`config.mk`:
```
export PLATFORM = sky130hd
export DESIGN_NAME = spwm_slice
export DESIGN_NICKNAME = d
export VERILOG_FILES = /design/src/rtl/spwm_pkg.sv /design/src/rtl/spwm_sync_edge.sv /design/src/rtl/spwm_prescaler.sv /design/src/rtl/spwm_counter.sv /design/src/rtl/spwm_slice.sv
export SDC_FILE = /design/constraint.sdc
export NUM_CORES = 1
export LEC_CHECK = 0
export BUFFER_PORTS_ARGS = -buffer_cell sky130_fd_sc_hd__clkbuf_2
export CAP_MARGIN = 10
export CORE_UTILIZATION = 40
export CTS_CLUSTER_SIZE = 28
export DETAILED_ROUTE_END_ITERATION = 8
export PLACE_DENSITY = 0.6
export SETUP_SLACK_MARGIN = 0.5
export SYNTH_ARGS = -nofsm -noshare
export SYNTH_HDL_FRONTEND = slang
export SYNTH_SLANG_ARGS = --single-unit
```
`constraint.sdc`:
```
create_clock -name clk -period 2.2 [get_ports clk]
set_input_delay 0.33 -clock clk [delete_from_list [all_inputs] [get_ports clk]]
set_output_delay 0.33 -clock clk [all_outputs]
set_load 0.05 [all_outputs]
```
`src/rtl/spwm_pkg.sv`:
```
// Shared types for the sync-restartable PWM slice.
package spwm_pkg;
    // Selects which counter event raises the interrupt pulse.
    typedef enum logic {
        IRQ_ON_WRAP    = 1'b0,
        IRQ_ON_CMP_UP  = 1'b1
    } irq_src_e;

    // Per-cycle counter events, valid in the cycle before the counter updates.
    typedef struct packed {
        logic wrap;     // tick while count equals period
        logic cmp_up;   // tick that increments count onto compare
    } cnt_evt_t;
endpackage

```
`src/rtl/spwm_sync_edge.sv`:
```
// Synchronizes an asynchronous level through STAGES flops and flags its
// rising edge for one cycle. Assumes STAGES >= 2.
module spwm_sync_edge #(
    parameter int STAGES = 2
) (
    input  logic clk,
    input  logic rst_n,
    input  logic async_in,
    output logic rise_o
);
    logic [STAGES-1:0] sync_q;
    logic              prev_q;

    // Shift the input through the synchronizer and remember the last output.
    always_ff @(posedge clk) begin
        if (!rst_n) begin
            sync_q <= '0;
            prev_q <= 1'b0;
        end else begin
            sync_q <= {sync_q[STAGES-2:0], async_in};
            prev_q <= sync_q[STAGES-1];
        end
    end

    assign rise_o = sync_q[STAGES-1] & ~prev_q;

    // one clear per rising edge, never two cycles in a row
    p_one_clear_per_edge_r4: assert property (@(posedge clk) disable iff (!rst_n)
        rise_o |=> !rise_o);
endmodule

```
`src/rtl/spwm_prescaler.sv`:
```
// Clock divider producing one counter tick every div+1 cycles while enabled.
// A clear restarts the division from zero and suppresses that cycle's tick.
module spwm_prescaler #(
    parameter int PSC_W = 8
) (
    input  logic             clk,
    input  logic             rst_n,
    input  logic             run_en,
    input  logic             clr,
    input  logic [PSC_W-1:0] div,
    output logic             tick_o
);
    logic [PSC_W-1:0] psc_q;

    assign tick_o = run_en & ~clr & (psc_q >= div);

    // Advance the divider; hold while disabled, restart on clear or tick.
    always_ff @(posedge clk) begin
        if (!rst_n) begin
            psc_q <= '0;
        end else if (clr || tick_o) begin
            psc_q <= '0;
        end else if (run_en) begin
            psc_q <= psc_q + 1'b1;
        end
    end

    // a clear leaves the divider at zero
    p_psc_cleared_r3: assert property (@(posedge clk) disable iff (!rst_n)
        clr |=> psc_q == '0);
    // disabled divider does not move
    p_psc_hold_r7: assert property (@(posedge clk) disable iff (!rst_n)
        (!run_en && !clr) |=> $stable(psc_q));
endmodule

```
`src/rtl/spwm_counter.sv`:
```
// Edge-aligned up-counter with double-buffered period and compare registers.
// Shadows load into the active copies only on a wrap tick; a clear has
// priority over ticks and blocks that cycle's transfer.
module spwm_counter
    import spwm_pkg::*;
#(
    parameter int CNT_W   = 10,
    parameter int PER_RST = 575,
    parameter int CMP_RST = 288
) (
    input  logic             clk,
    input  logic             rst_n,
    input  logic             tick,
    input  logic             clr,
    input  logic             shd_we,
    input  logic             shd_sel,
    input  logic [CNT_W-1:0] shd_wdata,
    output logic [CNT_W-1:0] cnt_o,
    output logic [CNT_W-1:0] cmp_o,
    output cnt_evt_t         evt_o
);
    localparam logic [CNT_W-1:0] PerInit = CNT_W'(PER_RST);
    localparam logic [CNT_W-1:0] CmpInit = CNT_W'(CMP_RST);

    logic [CNT_W-1:0] cnt_q, per_act, cmp_act, per_shd, cmp_shd, cnt_inc;
    logic             at_per;

    assign at_per       = (cnt_q == per_act);
    assign cnt_inc      = cnt_q + 1'b1;
    assign evt_o.wrap   = tick & ~clr & at_per;
    assign evt_o.cmp_up = tick & ~clr & ~at_per & (cnt_inc == cmp_act);
    assign cnt_o        = cnt_q;
    assign cmp_o        = cmp_act;

    // Capture software values into the shadow copies.
    always_ff @(posedge clk) begin
        if (!rst_n) begin
            per_shd <= PerInit;
            cmp_shd <= CmpInit;
        end else if (shd_we) begin
            if (shd_sel) cmp_shd <= shd_wdata;
            else         per_shd <= shd_wdata;
        end
    end

    // Count, wrap, and transfer shadows on the wrap tick only.
    always_ff @(posedge clk) begin
        if (!rst_n) begin
            cnt_q   <= '0;
            per_act <= PerInit;
            cmp_act <= CmpInit;
        end else if (clr) begin
            cnt_q <= '0;
        end else if (tick) begin
            if (at_per) begin
                cnt_q   <= '0;
                per_act <= per_shd;
                cmp_act <= cmp_shd;
            end else begin
                cnt_q <= cnt_inc;
            end
        end
    end

    // count never exceeds the active period
    p_cnt_within_period_r2: assert property (@(posedge clk) disable iff (!rst_n)
        cnt_q <= per_act);
    // a clear lands the counter on zero
    p_clear_to_zero_r4: assert property (@(posedge clk) disable iff (!rst_n)
        clr |=> cnt_q == '0);
    // without a tick or clear the count holds
    p_hold_without_tick_r7: assert property (@(posedge clk) disable iff (!rst_n)
        (!tick && !clr) |=> $stable(cnt_q));
    // active registers change only after a wrap
    p_transfer_on_wrap_r8: assert property (@(posedge clk) disable iff (!rst_n)
        !evt_o.wrap |=> ($stable(per_act) && $stable(cmp_act)));
    // clear blocks the transfer
    p_clear_keeps_active_r9: assert property (@(posedge clk) disable iff (!rst_n)
        clr |=> ($stable(per_act) && $stable(cmp_act)));
endmodule

```
`src/rtl/spwm_slice.sv`:
```
// Top of the sync-restartable PWM slice: synchronizer, prescaler, counter,
// output stage and interrupt register. Outputs are combinational from the
// count, compare and run enable; irq is registered with the counter update.
module spwm_slice
    import spwm_pkg::*;
#(
    parameter int CNT_W       = 10,
    parameter int PSC_W       = 8,
    parameter int SYNC_STAGES = 2,
    parameter int PER_RST     = 575,
    parameter int CMP_RST     = 288
) (
    input  logic             clk,
    input  logic             rst_n,
    input  logic             run_en,
    input  logic             sync_in,
    input  logic             shd_we,
    input  logic             shd_sel,
    input  logic [CNT_W-1:0] shd_wdata,
    input  logic [PSC_W-1:0] psc_div,
    input  logic             irq_sel,
    output logic             pwm_out,
    output logic             pwm_out_n,
    output logic             irq
);
    logic             sync_rise, tick;
    logic [CNT_W-1:0] cnt, cmp_act;
    cnt_evt_t         evt;
    irq_src_e         irq_src;
    logic             pwm_act, irq_q;

    spwm_sync_edge #(.STAGES(SYNC_STAGES)) u_sync (
        .clk(clk), .rst_n(rst_n), .async_in(sync_in), .rise_o(sync_rise)
    );

    spwm_prescaler #(.PSC_W(PSC_W)) u_psc (
        .clk(clk), .rst_n(rst_n), .run_en(run_en), .clr(sync_rise),
        .div(psc_div), .tick_o(tick)
    );

    spwm_counter #(.CNT_W(CNT_W), .PER_RST(PER_RST), .CMP_RST(CMP_RST)) u_cnt (
        .clk(clk), .rst_n(rst_n), .tick(tick), .clr(sync_rise),
        .shd_we(shd_we), .shd_sel(shd_sel), .shd_wdata(shd_wdata),
        .cnt_o(cnt), .cmp_o(cmp_act), .evt_o(evt)
    );

    assign irq_src   = irq_src_e'(irq_sel);
    assign pwm_act   = (cnt >= cmp_act);
    assign pwm_out   = run_en & pwm_act;
    assign pwm_out_n = run_en & ~pwm_act;
    assign irq       = irq_q;

    // Register the selected counter event as a one-cycle interrupt pulse.
    always_ff @(posedge clk) begin
        if (!rst_n) begin
            irq_q <= 1'b0;
        end else begin
            irq_q <= (irq_src == IRQ_ON_CMP_UP) ? evt.cmp_up : evt.wrap;
        end
    end

    // complementary outputs never both active
    p_outputs_exclusive_r6: assert property (@(posedge clk) disable iff (!rst_n)
        !(pwm_out && pwm_out_n));
    // interrupt only follows an enabled cycle
    p_irq_needs_run_r7: assert property (@(posedge clk) disable iff (!rst_n)
        irq |-> $past(run_en));
    // compare interrupt coincides with the primary output rising
    p_cmp_irq_on_rise_r10: assert property (@(posedge clk) disable iff (!rst_n)
        (irq && run_en && irq_sel && $past(irq_sel) && $past(run_en))
            |-> (pwm_out && !$past(pwm_out)));
endmodule

```
# After elaboration in Yosys (flattened, before gate mapping)
# Cells that the tools add are included.
totals:
  register_bits: 62
  input_bits: 25
  out_inout_bits: 3
  word_cells: 38
op_classes:
  add_sub_neg: 2
  magnitude_cmp: 2
  eq_ne: 2
  mux: 2
  bitwise: 15
  reduce_logical: 6
ops:
  columns: ["operator", "n"]
  rows:
  - ["== test 10 bit", 2]
  - ["adder 10 x 1 -> 10 bit, second input constant", 1]
  - [">= comparator 10 bit", 1]
  - ["2-to-1 mux 10 bit", 1]
  - ["bitwise AND 1 bit", 9]
  - ["adder 8 x 1 -> 8 bit, second input constant", 1]
  - [">= comparator 8 bit", 1]
  - ["inverter 1 bit", 6]
  - ["AND reduction 2 bit", 2]
  - ["OR reduction 2 bit", 2]
  - ["AND reduction 3 bit", 1]
  - ["logical OR 1 bit", 1]
  - ["2-to-1 mux 1 bit", 1]

# Logic depth before layout (Yosys ltp)
# Gate-level depths: netlist of the first run.
depth:
  word_depth: 9
  depth_mapped: 9
  ltp_nobuf: 8

# Hierarchy
# Synthesis of the first run repeated with hierarchy kept, for this count alone.
unflattened:
  cells_unflattened: 382
  hier_area_um2: 3410.8
modules_own_cells:
  columns: ["module", "n_inst", "cells_per_inst", "area_per_inst_um2", "seq_area_each_um2"]
  rows:
  - ["spwm_counter", 1, 275, 2396.0, 1001.0]
  - ["spwm_prescaler", 1, 63, 613.1, 160.2]
  - ["spwm_slice", 1, 37, 309.0, 20.0]
  - ["spwm_sync_edge", 1, 7, 92.6, 60.1]

# Worst setup path before layout of the first run
# Ideal clock, no wire load.
synth_timing:
  path_type: "register to output"
  from: "register u_cnt.cnt_q[0], in the netlist u_cnt.cnt_o[0]"
  to: "output pwm_out_n"
  arrival_time_ps: 2618
  required_time_ps: 1870
  path_slack_ps: -748
  path_stages_with_launch: 9
  n_path_buf: 0
  path_cell_list: "dfxtp_1 inv_1 ha_1 nand2b_1 a21o_1 a21o_1 a21oi_1 o211ai_1 a211oi_1"
synth_between:
  elab_chain_cells: 3
synth_lines:
  columns: ["element", "line_no", "source"]
  rows:
  - ["start, declared", "spwm_counter.sv:25", "logic [CNT_W-1:0] cnt_q, per_act, cmp_act, per_shd, cmp_shd, cnt_inc;"]
  - ["start signal, assigned", "spwm_counter.sv:60", "cnt_q <= cnt_inc;"]
  - [">= comparator 10 bit", "spwm_slice.sv:48", "assign pwm_act = (cnt >= cmp_act);"]
  - ["inverter 1 bit", "spwm_slice.sv:50", "assign pwm_out_n = run_en & ~pwm_act;"]
  - ["bitwise AND 1 bit", "spwm_slice.sv:50", null]
  - ["end, declared", "spwm_slice.sv:23", "output logic pwm_out_n,"]
# No other way between the ends.

# Worst setup path after layout of the first run
# Ends and elaborated chain as after synthesis.

==> results.yml, run 1 <==
timing:
  rsz0062_at_grt: "true"
  fin_worst_skew_ps: 8.83
  final.setup.tns_ps: -4060
  max_slew_margin: 0.534
  finalSetupViolCount: 25
  timing.fmax_mhz: 410
  worst_pin_slew_ps: 697
  fin_crit_ps: 2440
  maxSlewViolCount: 0
  fin_crit_sh: 1.11
  hold_slack_ps: 198
  fin_ws_ps: -236
  finalHoldViolations: 0
clocking:
  cts_max_path_buffers: 2
  htreeDepth: 3
  clockRootBuffer: "clkbuf_8"
  cts_buffers: 9
  cts_tree: "done"
  cts_sinks: 62
  clkLatencyLatePin_ps: 340
  clk_pin_slew_ps: 70
  holdBufCountCts: 0
placement:
  dp_worst_setup_slack_ps: -20.5
  routabilityCongestion: 0.823
  dp_cells: 544
  io_buffers: 27
  post-dp-hpwl_um: 5460
  detailed_place.area_um2: 3890
logic_synthesis:
  synth_flop_cell: "dfxtp_1"
  synth_top_cell_by_area: "dfxtp_1"
  synth_edf_count: 0
  synth.net_count: 461
  synth_top_area_frac: 0.357
  synth_seq_cells: 62
  synth_cell_type_count: 49
  syn_area_um2: 3480
  synth.avg_cell_area_um2: 8.36
  synth.area.top_cells: "dfxtp_1 36%, nand2_1 8.4%, ha_1 7.2%, mux2i_1 6.3%, nor2b_1 3.8%"
  yosysSeqAreaShare: 0.357
  ys_warn_count: 0
  ys_async_sr_fraction: 0
  synth_cells: 416
floorplanning:
  coreArea_um2: 8300
  die_y_um: 95.3
  dieArea_um2: 9070
  start_util: 0.419
  row_count: 33
  num_io_pins: 28
  die_x_um: 95.3
drt:
  routed_wirelength_um: 8590
  viasPerCell: 5.22
  dr.first_iter.drc_count: 145
  ant_nets: 0
  vias: 3063
  drc: 0
  firstDrtPassIters: 6
  wire_per_inst_um: 14.6
outcome:
  status: "complete, but fails checks"
  violations: "setup timing"
worst_hold_path:
  min-delay-start: "sync_in"
  worstHoldEndpoint: "u_sync.sync_q[0]$_SDFF_PN0_"
  holdPathStages: 2
  holdCritPathClass: "in2reg"
pwr:
  power.density_nw_per_um2: 527
  power_mw: 2.48
  leakagePower_nw: 1.85
  ir_drop_mv: 0.301
setup_path:
  rrSetupSlack_ps: -190
  critPathRequiredTime_ps: 1870
  crit_fanout: 2
  r2r-end: "u_cnt.cmp_o[0]$_SDFFE_PN0P_"
  reg2reg_from: "u_cnt.cnt_o[0]$_SDFFE_PP0P_"
  r2r_cells: 13
  critPathKind: "reg2out"
  end_kind: "primary output"
  cp.arrival_ps: 2110
  start_kind: "register"
global_routing:
  met1_usage: 0.254
  grt_max_degree: 62
  first_global_vias: 2870
  antenna_found_initial: 0
  grtUsageMet2: 0.321
  groute.layer.met3.usage: 0.0319
  top_usage_layer: "met2"
  grt_pass1_wl_um: 13600
  grt_use_total: 0.195
  overflow: 0
layout:
  antennaDiodeCount: 0
  layout_commonest_cell: "nand2_1"
  syn_to_final_growth_pct: 35.3
  drive_gt1_frac: 0.317
  design_area_um2: 4710
  final_cell_mix: "77 x nand2_1, 51 x dfxtp_1, 29 x buf_4"
  fin_nets: 522
  fin_cells: 587
  fin_util: 0.567
flow_run:
  drv_cap: 0
per-layer routing:
layer  share of wire  routed length, µm
met2            0.48               4120
met5               0                  0
met3           0.042                365
met1            0.45               3900
met4           0.025                211
critical path: stages, from the launching register on:
cell and delay, ps:
dfxtp_4 350, inv_2 40, ha_4 200, nand2b_4 130, a21o_1 150, a21o_1 160, a21oi_2 140, o211ai_1 160
a211oi_4 280, buf_12 170
flip-flops by register name, indices dropped and copies added (netlist names):
register       flops
u_cnt.cmp_shd     10
u_psc.psc_q        8
irq                1
u_cnt.cnt_o       10
u_cnt.per_act     10
u_sync.sync_q      2
u_sync.prev_q      1
u_cnt.cmp_o       10
u_cnt.per_shd     10
synth_stat cells, types with 5 or more instances:
master and number:
nand2_1 78, dfxtp_1 62, inv_1 29, mux2i_1 22
nor2b_1 21, ha_1 20, nand3_1 17, nor2_1 16
clkbuf_1 15, nand4_1 15, xnor2_1 13, a21boi_0 11
xor2_1 10, o21ai_0 8, o221ai_1 7, a21oi_1 6
and2_1 6, a21o_1 5, nand2b_1 5
worst max-delay path by stage:
stage	start	endpoint	slack [ps]	depth (start not counted)
global placement	u_cnt.cmp_o[0]$_SDFFE_PN0P_	pwm_out	-9	8
floorplan	u_cnt.cnt_o[0]$_SDFFE_PP0P_	pwm_out_n	20	8
detailed placement	u_cnt.cmp_o[0]$_SDFFE_PN0P_	pwm_out	-20	8
finish	u_cnt.cnt_o[0]$_SDFFE_PP0P_	pwm_out_n	-240	9
CTS	u_cnt.cnt_o[0]$_SDFFE_PP0P_	pwm_out_n	-270	9
global route	u_cnt.cnt_o[0]$_SDFFE_PP0P_	pwm_out_n	-350	9
repair_timing:
action | CTS | global route
pin swaps | 25 | 18
cloned | 4 | 1
resized for setup | 40 | 37
buffers inserted | 15 | 7
setup endpoints to repair | 41 | 41
final cells by class:
class	instances	area (µm²)
timing repair buffer	71	619
tap	105	131
sequential	62	1260
clock buffer	10	128
multi-input combinational	304	2370
fill	727	3590
inverter	29	109
clock inverter	6	86.3
power breakdown:
part	leakage [nW]	switching (mW)	internal (mW)
Clock	0.106	0.461	0.636
Sequential	0.510	0.0138	1.15
Combinational	1.23	0.124	0.0983
logic make-up after synthesis:
family / share of synthesized area
buffers and inverters: 0.0662
and+or+nand+nor: 0.260
xor gates and xnor gates: 0.0673
adders and majority gates: 0.0719
AOI/OAI and AO/OA: 0.114
muxes: 0.0633
DFF: 0.357
Power figures use the tool's default switching activity.
==> run 2, diff against run 1 <==
- BUFFER_PORTS_ARGS: -buffer_cell sky130_fd_sc_hd__clkbuf_2 -> -buffer_cell sky130_fd_sc_hd__buf_2
==> results.yml, run 2 (same netlist as run 1, synthesis figures left out) <==
layout:
  drive_gt1_frac: 0.277
  final_cell_mix: "78 x nand2_1, 53 x dfxtp_1, 27 x inv_1"
  fin_util: 0.534
  syn_to_final_growth_pct: 27.5
  antennaDiodeCount: 0
  fin_cells: 574
  multi_input_area_um2: 2350
  design_area_um2: 4440
  layout_commonest_cell: "nand2_1"
  regArea_um2: 1260
  n_fill_cell: 749
  fin_nets: 509
timing:
  fin_crit_sh: 1.10
  timing.fmax_mhz: 413
  finalSetupViolCount: 2
  worst_pin_slew_ps: 699
  rsz0062_at_grt: "true"
  finalHoldViolations: 0
  fin_crit_ps: 2420
  max_slew_margin: 0.533
  maxSlewViolCount: 0
  fin_worst_skew_ps: 11.1
  fin_ws_ps: -219
global_routing:
  grt_max_degree: 64
  grt_pass1_wl_um: 12900
  overflow: 0
  antenna_found_initial: 0
  grt_use_total: 0.186
  first_global_vias: 2715
setup_path:
  crit_slowest_cell: "dfxtp_4"
  critPathKind: "reg2out"
  start_kind: "register"
  crit_top_cell: "a21o_1"
  path_delay_family: "compound AO/OA/AOI/OAI gates"
  crit_fanout: 2
  crit_buf_inv: 2
  end_kind: "primary output"
  cp_cell_sequence: "inv_2 > ha_4 > nand2b_4 > a21o_1 > a21o_1 > a21oi_2 > o211ai_1 > a211oi_4 > buf_6"
  cp.arrival_ps: 2090
  slowest_delay_ps: 340
  critPathRequiredTime_ps: 1870
placement:
  post-dp-hpwl_um: 5370
  io_buffers: 27
  dp_cells: 546
  detailed_place.area_um2: 3890
  routabilityCongestion: 0.831
drt:
  viasPerCell: 5.18
  ant_nets: 0
  dr.first_iter.drc_count: 119
  wire_per_inst_um: 14.1
  wl_met2_um: 3840
  routed_wirelength_um: 8070
  highest_layer: "met4"
  vias: 2974
  wl_met3_um: 389
  drc: 0
  firstDrtPassIters: 5
  wl_met1_um: 3660
clocking:
  cts_sinks: 62
  cts_buffers: 9
  clockRootBuffer: "clkbuf_8"
  htreeDepth: 3
  clkLatencyLatePin_ps: 340
  cts_max_path_buffers: 2
  clk_pin_slew_ps: 70
  cts_tree: "done"
floorplanning:
  num_io_pins: 28
  coreArea_um2: 8300
  dieArea_um2: 9070
  row_count: 33
  die_y_um: 95.3
  start_util: 0.419
  die_x_um: 95.3
pwr:
  power_mw: 2.25
  power.density_nw_per_um2: 507
  ir_drop_mv: 0.322
  leakagePower_nw: 1.71
outcome:
  status: "complete, but fails checks"
  violations: "setup timing"
worst_hold_path:
  holdCritPathClass: "in2reg"
flow_run:
  drv_cap: 0
-- run 2: cell count changes in the layout (fill, tap and decap cells not counted), moves of 3 or more --
cell / change
buf_4: -6
buf_2: +25
dfxtp_2: -3
clkbuf_2: -25
-- run 2: where the power goes --
part	leakage, nW	switching [mW]	total (mW)	internal, mW
combinational	1.12	0.119	0.203	0.0846
sequential	0.509	0.0149	1.16	1.15
clock	0.0796	0.445	0.884	0.439
-- run 2: layout make-up --
class	instances	area share
clock inverters	3	0.00451
repair buffers	57	0.0939
flip-flops and latches	62	0.284
well taps	105	0.0296
inverters	29	0.0251
multi-input cells	305	0.529
clock buffers	13	0.0336
-- run 2: what timing repair did --
item                                    CTS  global route
hold buffers                              0             0
setup buffers                             5             4
resized for setup                        21            39
endpoints found under the setup margin   41            41
pin swaps                                11            16
cloned                                    1             2
-- run 2: per-layer routing --
metal	global-route usage	vias to the layer above
li1	-	1517
met1	0.242	1354
met2	0.301	87
met3	0.0335	16
met4	0.0783	0
met5	0	-
-- run 2: worst paths after layout --
check	start	endpoint	slack, ps	depth (start not counted)
max	u_cnt.cnt_o[0]$_SDFFE_PP0P_	pwm_out_n	-220	9
min reg2reg	u_sync.sync_q[0]$_SDFF_PN0_	u_sync.sync_q[1]$_SDFF_PN0_	430	1
min	sync_in	u_sync.sync_q[0]$_SDFF_PN0_	200	2
max reg2reg	u_cnt.cnt_o[0]$_SDFFE_PP0P_	irq$_SDFF_PN0_	150	8
-- run 2: through the flow --
step	worst slack, ps	hold WS [ps]	TNS [ps]
final	-219	199	-438
after global routing	-309	214	-616
after CTS	-243	185	-482
after detailed placement	-46.4	423	-46.4
after global placement	-41.8	415	-41.8
after floorplan	17.5	412	0
